==> src/rtl/sram_ctrl_pkg.sv <==
package sram_ctrl_pkg;

  typedef enum logic [2:0] {
    ST_IDLE     = 3'd0,
    ST_WSETUP   = 3'd1,
    ST_WPULSE   = 3'd2,
    ST_WHOLD    = 3'd3,
    ST_RACCESS  = 3'd4,
    ST_RCAPTURE = 3'd5,
    ST_TURN     = 3'd6
  } ctrl_state_e;

  typedef struct packed {
    logic cs_n;
    logic we_n;
    logic oe_n;
    logic dq_oe;
    logic done;
  } pin_ctl_t;

endpackage

==> src/rtl/sram_phase_timer.sv <==
module sram_phase_timer #(
  parameter int CW = 4
) (
  input  logic          clk,
  input  logic          rst,
  input  logic          load,
  input  logic [CW-1:0] load_val,
  output logic          expired
);

  logic [CW-1:0] cnt;

  always_ff @(posedge clk) begin
    if (rst) begin
      cnt <= '0;
    end else if (load) begin
      cnt <= load_val;
    end else if (cnt != '0) begin
      cnt <= cnt - 1'b1;
    end
  end

  // a phase loaded with N spends N cycles before this fires in its last cycle
  assign expired = (cnt == CW'(1));

endmodule

==> src/rtl/sram_pin_decode.sv <==
module sram_pin_decode
  import sram_ctrl_pkg::*;
(
  input  ctrl_state_e st,
  output pin_ctl_t    pins
);

  always_comb begin
    pins = '{cs_n: 1'b1, we_n: 1'b1, oe_n: 1'b1, dq_oe: 1'b0, done: 1'b0};
    case (st)
      ST_WSETUP:   pins.dq_oe = 1'b1;
      ST_WPULSE: begin
        pins.cs_n  = 1'b0;
        pins.we_n  = 1'b0;
        pins.dq_oe = 1'b1;
      end
      ST_WHOLD:    pins.dq_oe = 1'b1;
      ST_RACCESS, ST_RCAPTURE: begin
        pins.cs_n = 1'b0;
        pins.oe_n = 1'b0;
      end
      ST_TURN:     pins.done = 1'b1;
      default:     ;
    endcase
  end

endmodule

==> src/rtl/sram_async_ctrl.sv <==
module sram_async_ctrl
  import sram_ctrl_pkg::*;
#(
  parameter int AW       = 18,
  parameter int DW       = 16,
  parameter int T_SETUP  = 1,
  parameter int T_ACCESS = 2,
  parameter int T_HOLD   = 1
) (
  input  logic          clk,
  input  logic          rst,
  input  logic          req_valid,
  input  logic          req_write,
  input  logic [AW-1:0] req_addr,
  input  logic [DW-1:0] req_wdata,
  output logic [DW-1:0] rsp_rdata,
  output logic          rsp_done,
  output logic [AW-1:0] mem_addr,
  output logic          mem_cs_n,
  output logic          mem_we_n,
  output logic          mem_oe_n,
  output logic [DW-1:0] mem_dq_out,
  output logic          mem_dq_oe,
  input  logic [DW-1:0] mem_dq_in
);

  localparam int T_SA  = (T_SETUP > T_ACCESS) ? T_SETUP : T_ACCESS;
  localparam int T_MAX = (T_SA > T_HOLD) ? T_SA : T_HOLD;
  localparam int CW    = $clog2(T_MAX + 2);

  ctrl_state_e   state, state_nxt;
  pin_ctl_t      pins_nxt;
  logic [CW-1:0] phase_len;
  logic          phase_load;
  logic          phase_end;
  logic          accept;

  assign accept     = (state == ST_IDLE) && req_valid;
  assign phase_load = (state_nxt != state);

  always_comb begin
    state_nxt = state;
    case (state)
      ST_IDLE:     if (req_valid) state_nxt = req_write ? ST_WSETUP : ST_RACCESS;
      ST_WSETUP:   if (phase_end) state_nxt = ST_WPULSE;
      ST_WPULSE:   if (phase_end) state_nxt = ST_WHOLD;
      ST_WHOLD:    if (phase_end) state_nxt = ST_TURN;
      ST_RACCESS:  if (phase_end) state_nxt = ST_RCAPTURE;
      ST_RCAPTURE: state_nxt = ST_TURN;
      ST_TURN:     state_nxt = ST_IDLE;
      default:     state_nxt = ST_IDLE;
    endcase
  end

  always_comb begin
    case (state_nxt)
      ST_WSETUP:            phase_len = CW'(T_SETUP);
      ST_WPULSE, ST_RACCESS: phase_len = CW'(T_ACCESS);
      ST_WHOLD:             phase_len = CW'(T_HOLD);
      default:              phase_len = CW'(1);
    endcase
  end

  sram_phase_timer #(.CW(CW)) u_timer (
    .clk      (clk),
    .rst      (rst),
    .load     (phase_load),
    .load_val (phase_len),
    .expired  (phase_end)
  );

  sram_pin_decode u_decode (
    .st   (state_nxt),
    .pins (pins_nxt)
  );

  always_ff @(posedge clk) begin
    if (rst) begin
      state      <= ST_IDLE;
      mem_cs_n   <= 1'b1;
      mem_we_n   <= 1'b1;
      mem_oe_n   <= 1'b1;
      mem_dq_oe  <= 1'b0;
      rsp_done   <= 1'b0;
      mem_addr   <= '0;
      mem_dq_out <= '0;
      rsp_rdata  <= '0;
    end else begin
      state      <= state_nxt;
      mem_cs_n   <= pins_nxt.cs_n;
      mem_we_n   <= pins_nxt.we_n;
      mem_oe_n   <= pins_nxt.oe_n;
      mem_dq_oe  <= pins_nxt.dq_oe;
      rsp_done   <= pins_nxt.done;
      if (accept) mem_addr <= req_addr;
      if (accept && req_write) mem_dq_out <= req_wdata;
      if (state == ST_RCAPTURE) rsp_rdata <= mem_dq_in;
    end
  end

  // pins quiet right after reset
  assert_reset_quiet_R1: assert property (@(posedge clk)
    $past(rst) |-> (mem_cs_n && mem_we_n && mem_oe_n && !mem_dq_oe && !rsp_done));

  // strobe only falls after data and address were already on the pins
  assert_write_setup_R2: assert property (@(posedge clk) disable iff (rst)
    $fell(mem_we_n) |-> ($past(mem_dq_oe) && $stable(mem_addr) && $stable(mem_dq_out)));

  // write strobe always paired with chip select and a driven bus
  assert_write_pulse_R3: assert property (@(posedge clk) disable iff (rst)
    !mem_we_n |-> (!mem_cs_n && mem_dq_oe));

  // address and data survive the rising strobe
  assert_write_hold_R4: assert property (@(posedge clk) disable iff (rst)
    $rose(mem_we_n) |-> (mem_dq_oe && $stable(mem_addr) && $stable(mem_dq_out)));

  // strobes exclusive, no contention while the RAM drives
  assert_strobe_exclusive_R6: assert property (@(posedge clk) disable iff (rst)
    !(!mem_we_n && !mem_oe_n));
  assert_no_contention_R6: assert property (@(posedge clk) disable iff (rst)
    !mem_oe_n |-> !mem_dq_oe);

  // one-cycle done, bus released the cycle before the RAM may drive
  assert_done_single_R7: assert property (@(posedge clk) disable iff (rst)
    rsp_done |=> !rsp_done);
  assert_turnaround_R7: assert property (@(posedge clk) disable iff (rst)
    $fell(mem_oe_n) |-> !$past(mem_dq_oe));

  // address frozen while chip select stays low
  assert_addr_frozen_R8: assert property (@(posedge clk) disable iff (rst)
    (!mem_cs_n && $past(!mem_cs_n)) |-> $stable(mem_addr));

endmodule

==> config.mk <==
export PLATFORM = sky130hd
export DESIGN_NAME = sram_async_ctrl
export DESIGN_NICKNAME = d
export VERILOG_FILES = /design/src/rtl/sram_ctrl_pkg.sv /design/src/rtl/sram_phase_timer.sv /design/src/rtl/sram_pin_decode.sv /design/src/rtl/sram_async_ctrl.sv
export SDC_FILE = /design/constraint.sdc
export NUM_CORES = 1
export LEC_CHECK = 0
export BUFFER_PORTS_ARGS = -buffer_cell sky130_fd_sc_hd__clkbuf_2
export CORE_ASPECT_RATIO = 1.75
export CORE_UTILIZATION = 48
export CTS_BUF_LIST = sky130_fd_sc_hd__clkbuf_2
export DETAILED_ROUTE_END_ITERATION = 7
export PLACE_DENSITY = 0.91
export SLEW_MARGIN = 15
export SYNTH_ARGS = -nofsm -noshare
export SYNTH_HDL_FRONTEND = slang
export SYNTH_SLANG_ARGS = --single-unit
==> constraint.sdc <==
create_clock -name clk -period 2 [get_ports clk]
set_input_delay 0.1 -clock clk [delete_from_list [all_inputs] [get_ports clk]]
set_output_delay 0.1 -clock clk [all_outputs]
set_load 0.1 [all_outputs]
==> qor_table.md <==
| Item | Value |
|---|---|
| IO Count | 109 |
| Top post-synthesis cells by count | nand2_1 (70), dfxtp_1 (60), a21oi_1 (56) |
| GP Congestion | 0.759 |
| Number of synthesized flops with an enable pin | 0 |
| Worst hold endpoint | mem_addr[3] |
| Routed length per placed instance | 13.7 µm |
| # nets final | 501 |
| Final Total Pwr | 3.45 mW |
| Comb pwr share | 39.4% |
| Worst min-delay path class | input port to flip-flop |
| Number of H-tree levels | 3 |
| Minimum period implied by the final worst setup slack | 1.84 ns |
| Mapped Cells | 292 |
| Element type at the critical path start | flip-flop |
| Cell with the most instances after synthesis | nand2_1 |
| Initial DRC Count | 146 |
| Achievable frequency | 543 MHz |
| Effective utilization at floorplan | 50.9% |
| Number of DRC violations after detailed routing | 0 |
| Antenna violations before repair | 0 |
| Number of buffers inserted during clock tree synthesis | 9 |
| R2R depth | 3 |
| Post-DP HPWL | 4150 µm |
| Required time of the critical path | 2.42 ns |
| Antenna fix cells | 0 |
| Net switching share of the total power | 43.5% |
| Deepest clock path buffer count | 2 |
| Remaining max-slew budget at the tightest pin | 28.7% |
| Maximum number of pins on one net before global-route repair | 24 |
| Sequential cell fraction of total power | 40.4% |
| Post-CTS setup buffer count | 0 |
| Critical Path AT | 2.26 ns |
| Count of clock tree sinks | 60 |
| Number of rows created at floorplan | 33 |
| Actual slew at the worst max-slew pin | 1.06 ns |
| Die outline area | 5330 µm² |
| Clock network latency to the later pin of the worst-skew pair | 0.48 ns |
| Max-capacitance violation count | 0 |
| Core utilization of the finished layout | 74.6% |
| Pwr/cell area | 974 nW/µm² |
| DR pass1 iterations | 4 |
| Post-detailed-route count of antenna-violating nets | 0 |
| Switching Power | 1.50 mW |
| Clock-pin slew on the worst setup and hold paths | 0.18 ns |
| Vias | 2640 |
| Proportion of netlist area held by the largest area contributor | 49.7% |
| Global-route wire length before repair | 11000 µm |
| Summed negative setup slack over all endpoints | 0 ns |
| Worst clock skew | 0.0331 ns |
| Static leakage | 1.56 nW |
| Setup violators final | 0 |
| Cell Int Power | 1.95 mW |
| Post-place setup slack | 0.224 ns |
| Fraction of final layout cells with drive strength greater than 1 | 30.7% |
| Net count of the mapped netlist | 348 |
| Run status | finished clean |
| Cts hold-fix bufs | 51 |
| Buffer type at the clock tree root | clkbuf_2 |
| Global route overflow | 0 |
| Routed via count divided by cell count | 5.27 |
| Post-route fraction of the period consumed by the critical path | 92.1% |
| Fill cell instance count of the final layout | 338 |
| Global Route Usage Sum | 26.4% |
| Worst reg-to-reg setup slack | 0.16 ns |
| Slew Viols, Final | 0 |
| Async set-reset flop share out of synthesis | 0% |
| Synth unique cells | 37 |
| Min-Delay Startpoint | rst |
| Unrepaired setup endpoints after global routing | false |
| Placeable core region | 4750 µm² |
| X dimension of the die | 55.6 µm |
| Count of buffers inserted at the top-level ports | 108 |
| Vias in the first global route | 2572 |
| Clk network pwr share | 20.2% |
| Post-CTS sizing | 0 |
| Total length of routed wires | 6870 µm |
| Avg Cell Area, Syn | 8.28 µm² |
| Maximum net fanout on the critical path | 17 |
| Synthesis Warnings | 0 |
| Reg-to-reg endpoint | mem_dq_out[8] |
| Hold path cells | 2 |
| Area overhead of the layout relative to synthesis | 46.5% |
| Portion of the post-synthesis area used by sequential elements | 49.7% |
| Die outline height | 95.9 µm |
| Seq cells post-synth | 60 |
| Top cells by area, synth | dfxtp_1 (50%), a21oi_1 (12%), nand2_1 (11%) |
| Sort of element at the end of the critical path | flip-flop |
| Endpoints failing hold | 0 |
| Worst setup margin | 0.158 ns |
| Dominant synthesized flop cell | dfxtp_1 |
| Crit Reg-Reg Startpoint | state[0] |
| Dominant cell type by area after synthesis | dfxtp_1 |
| TritonCTS clock tree | yes |
| Summed instance area of the synthesized netlist | 2420 µm² |
| Startpoint-to-endpoint class of the critical path | flip-flop to flip-flop |
| Worst voltage drop across the vdd grid | 0.806 mV |
## metrics by stage
stage          std cells  cell area [µm²]  hold WS, ns
2_1_floorplan        292             2420        0.236
3_3_place_gp         435             2930        0.324
3_5_place_dp         435             2930        0.328
4_1_cts              501             3540       0.0186
5_1_grt              501             3540       0.0163
6_report             501             3540       0.0588
## logic make-up after synthesis
group	count (synthesis)	share of synthesized area, %
flip-flops	60	49.7
multiplexers	2	0.932
adder cells (fa/ha/maj)	2	1.04
AO/OA/AOI/OAI	85	18.4
buffers and inverters	30	7.25
AND/OR/NAND/NOR	111	21.9
XOR/XNOR	2	0.725
## how the worst max path moves through the flow
stage                     to      from  slack [ns]  cells past startpoint
4_1_cts        mem_dq_out[7]  state[0]        0.19                      3
2_1_floorplan   mem_addr[10]  state[0]        0.56                      6
3_5_place_dp   mem_dq_out[7]  state[0]        0.22                      3
6_report       mem_dq_out[8]  state[0]        0.16                      3
3_3_place_gp   mem_dq_out[0]  state[0]        0.33                      3
5_1_grt        mem_dq_out[4]  state[0]        0.02                      3
## power groups by stage
stage                     sequential [mW]  clock, mW  combinational (mW)
after floorplan                      1.98          0               0.526
after global placement               1.41          0                1.26
after detailed placement             1.42          0                1.28
after CTS                            1.39      0.714                1.36
after global routing                 1.41      0.768                1.45
final                                1.39      0.696                1.36
## cells in the final DEF (no fill, tap or decap), drive strengths merged, types with 2 or more instances in the layout
cell,instances
nand2,71
clkinv,4
o32ai,2
buf,9
nand3,16
a31oi,2
dfxtp,60
ha,2
dlygate4sd3,51
nor3b,3
inv,4
or3,4
nand2b,2
clkbuf,117
a21oi,56
o21bai,2
and3b,2
nor3,3
mux2,2
nor2,3
o21ai,21
## worst max-delay path, cell delays in order, from the launching register on
cell and delay [ns]:
dfxtp_1 0.51, nor3_2 0.92, nand3_1 0.18, a21oi_1 0.20
## sequential cells by signal (all words and copies together) (netlist names)
| name | flops |
|---|---|
| mem_addr | 18 |
| u_timer.cnt | 2 |
| state | 3 |
| mem_dq_out | 16 |
| mem_dq_oe | 1 |
| rsp_done | 1 |
| mem_cs_n | 1 |
| rsp_rdata | 16 |
| mem_we_n | 1 |
| mem_oe_n | 1 |
## layer usage
metal | vias up | wire length [µm] | GRT usage [%]
li1 | 1293 | - | -
met1 | 1226 | 2520 | 25.4
met2 | 104 | 3850 | 49.2
met3 | 17 | 324 | 6.59
met4 | 0 | 177 | 17.7
met5 | - | 0 | 0
## layout make-up
class | instances | area [µm²] | share of cell area (%)
clock buffer | 9 | 45.0 | 1.27
clock inverter | 6 | 56.3 | 1.59
multi-input combinational | 202 | 1040 | 29.4
timing repair buffer | 168 | 1120 | 31.6
tap | 52 | 65.1 | 1.84
inverter | 4 | 15.0 | 0.424
sequential | 60 | 1200 | 33.9
Note: power is estimated with default switching activity, not from simulation.
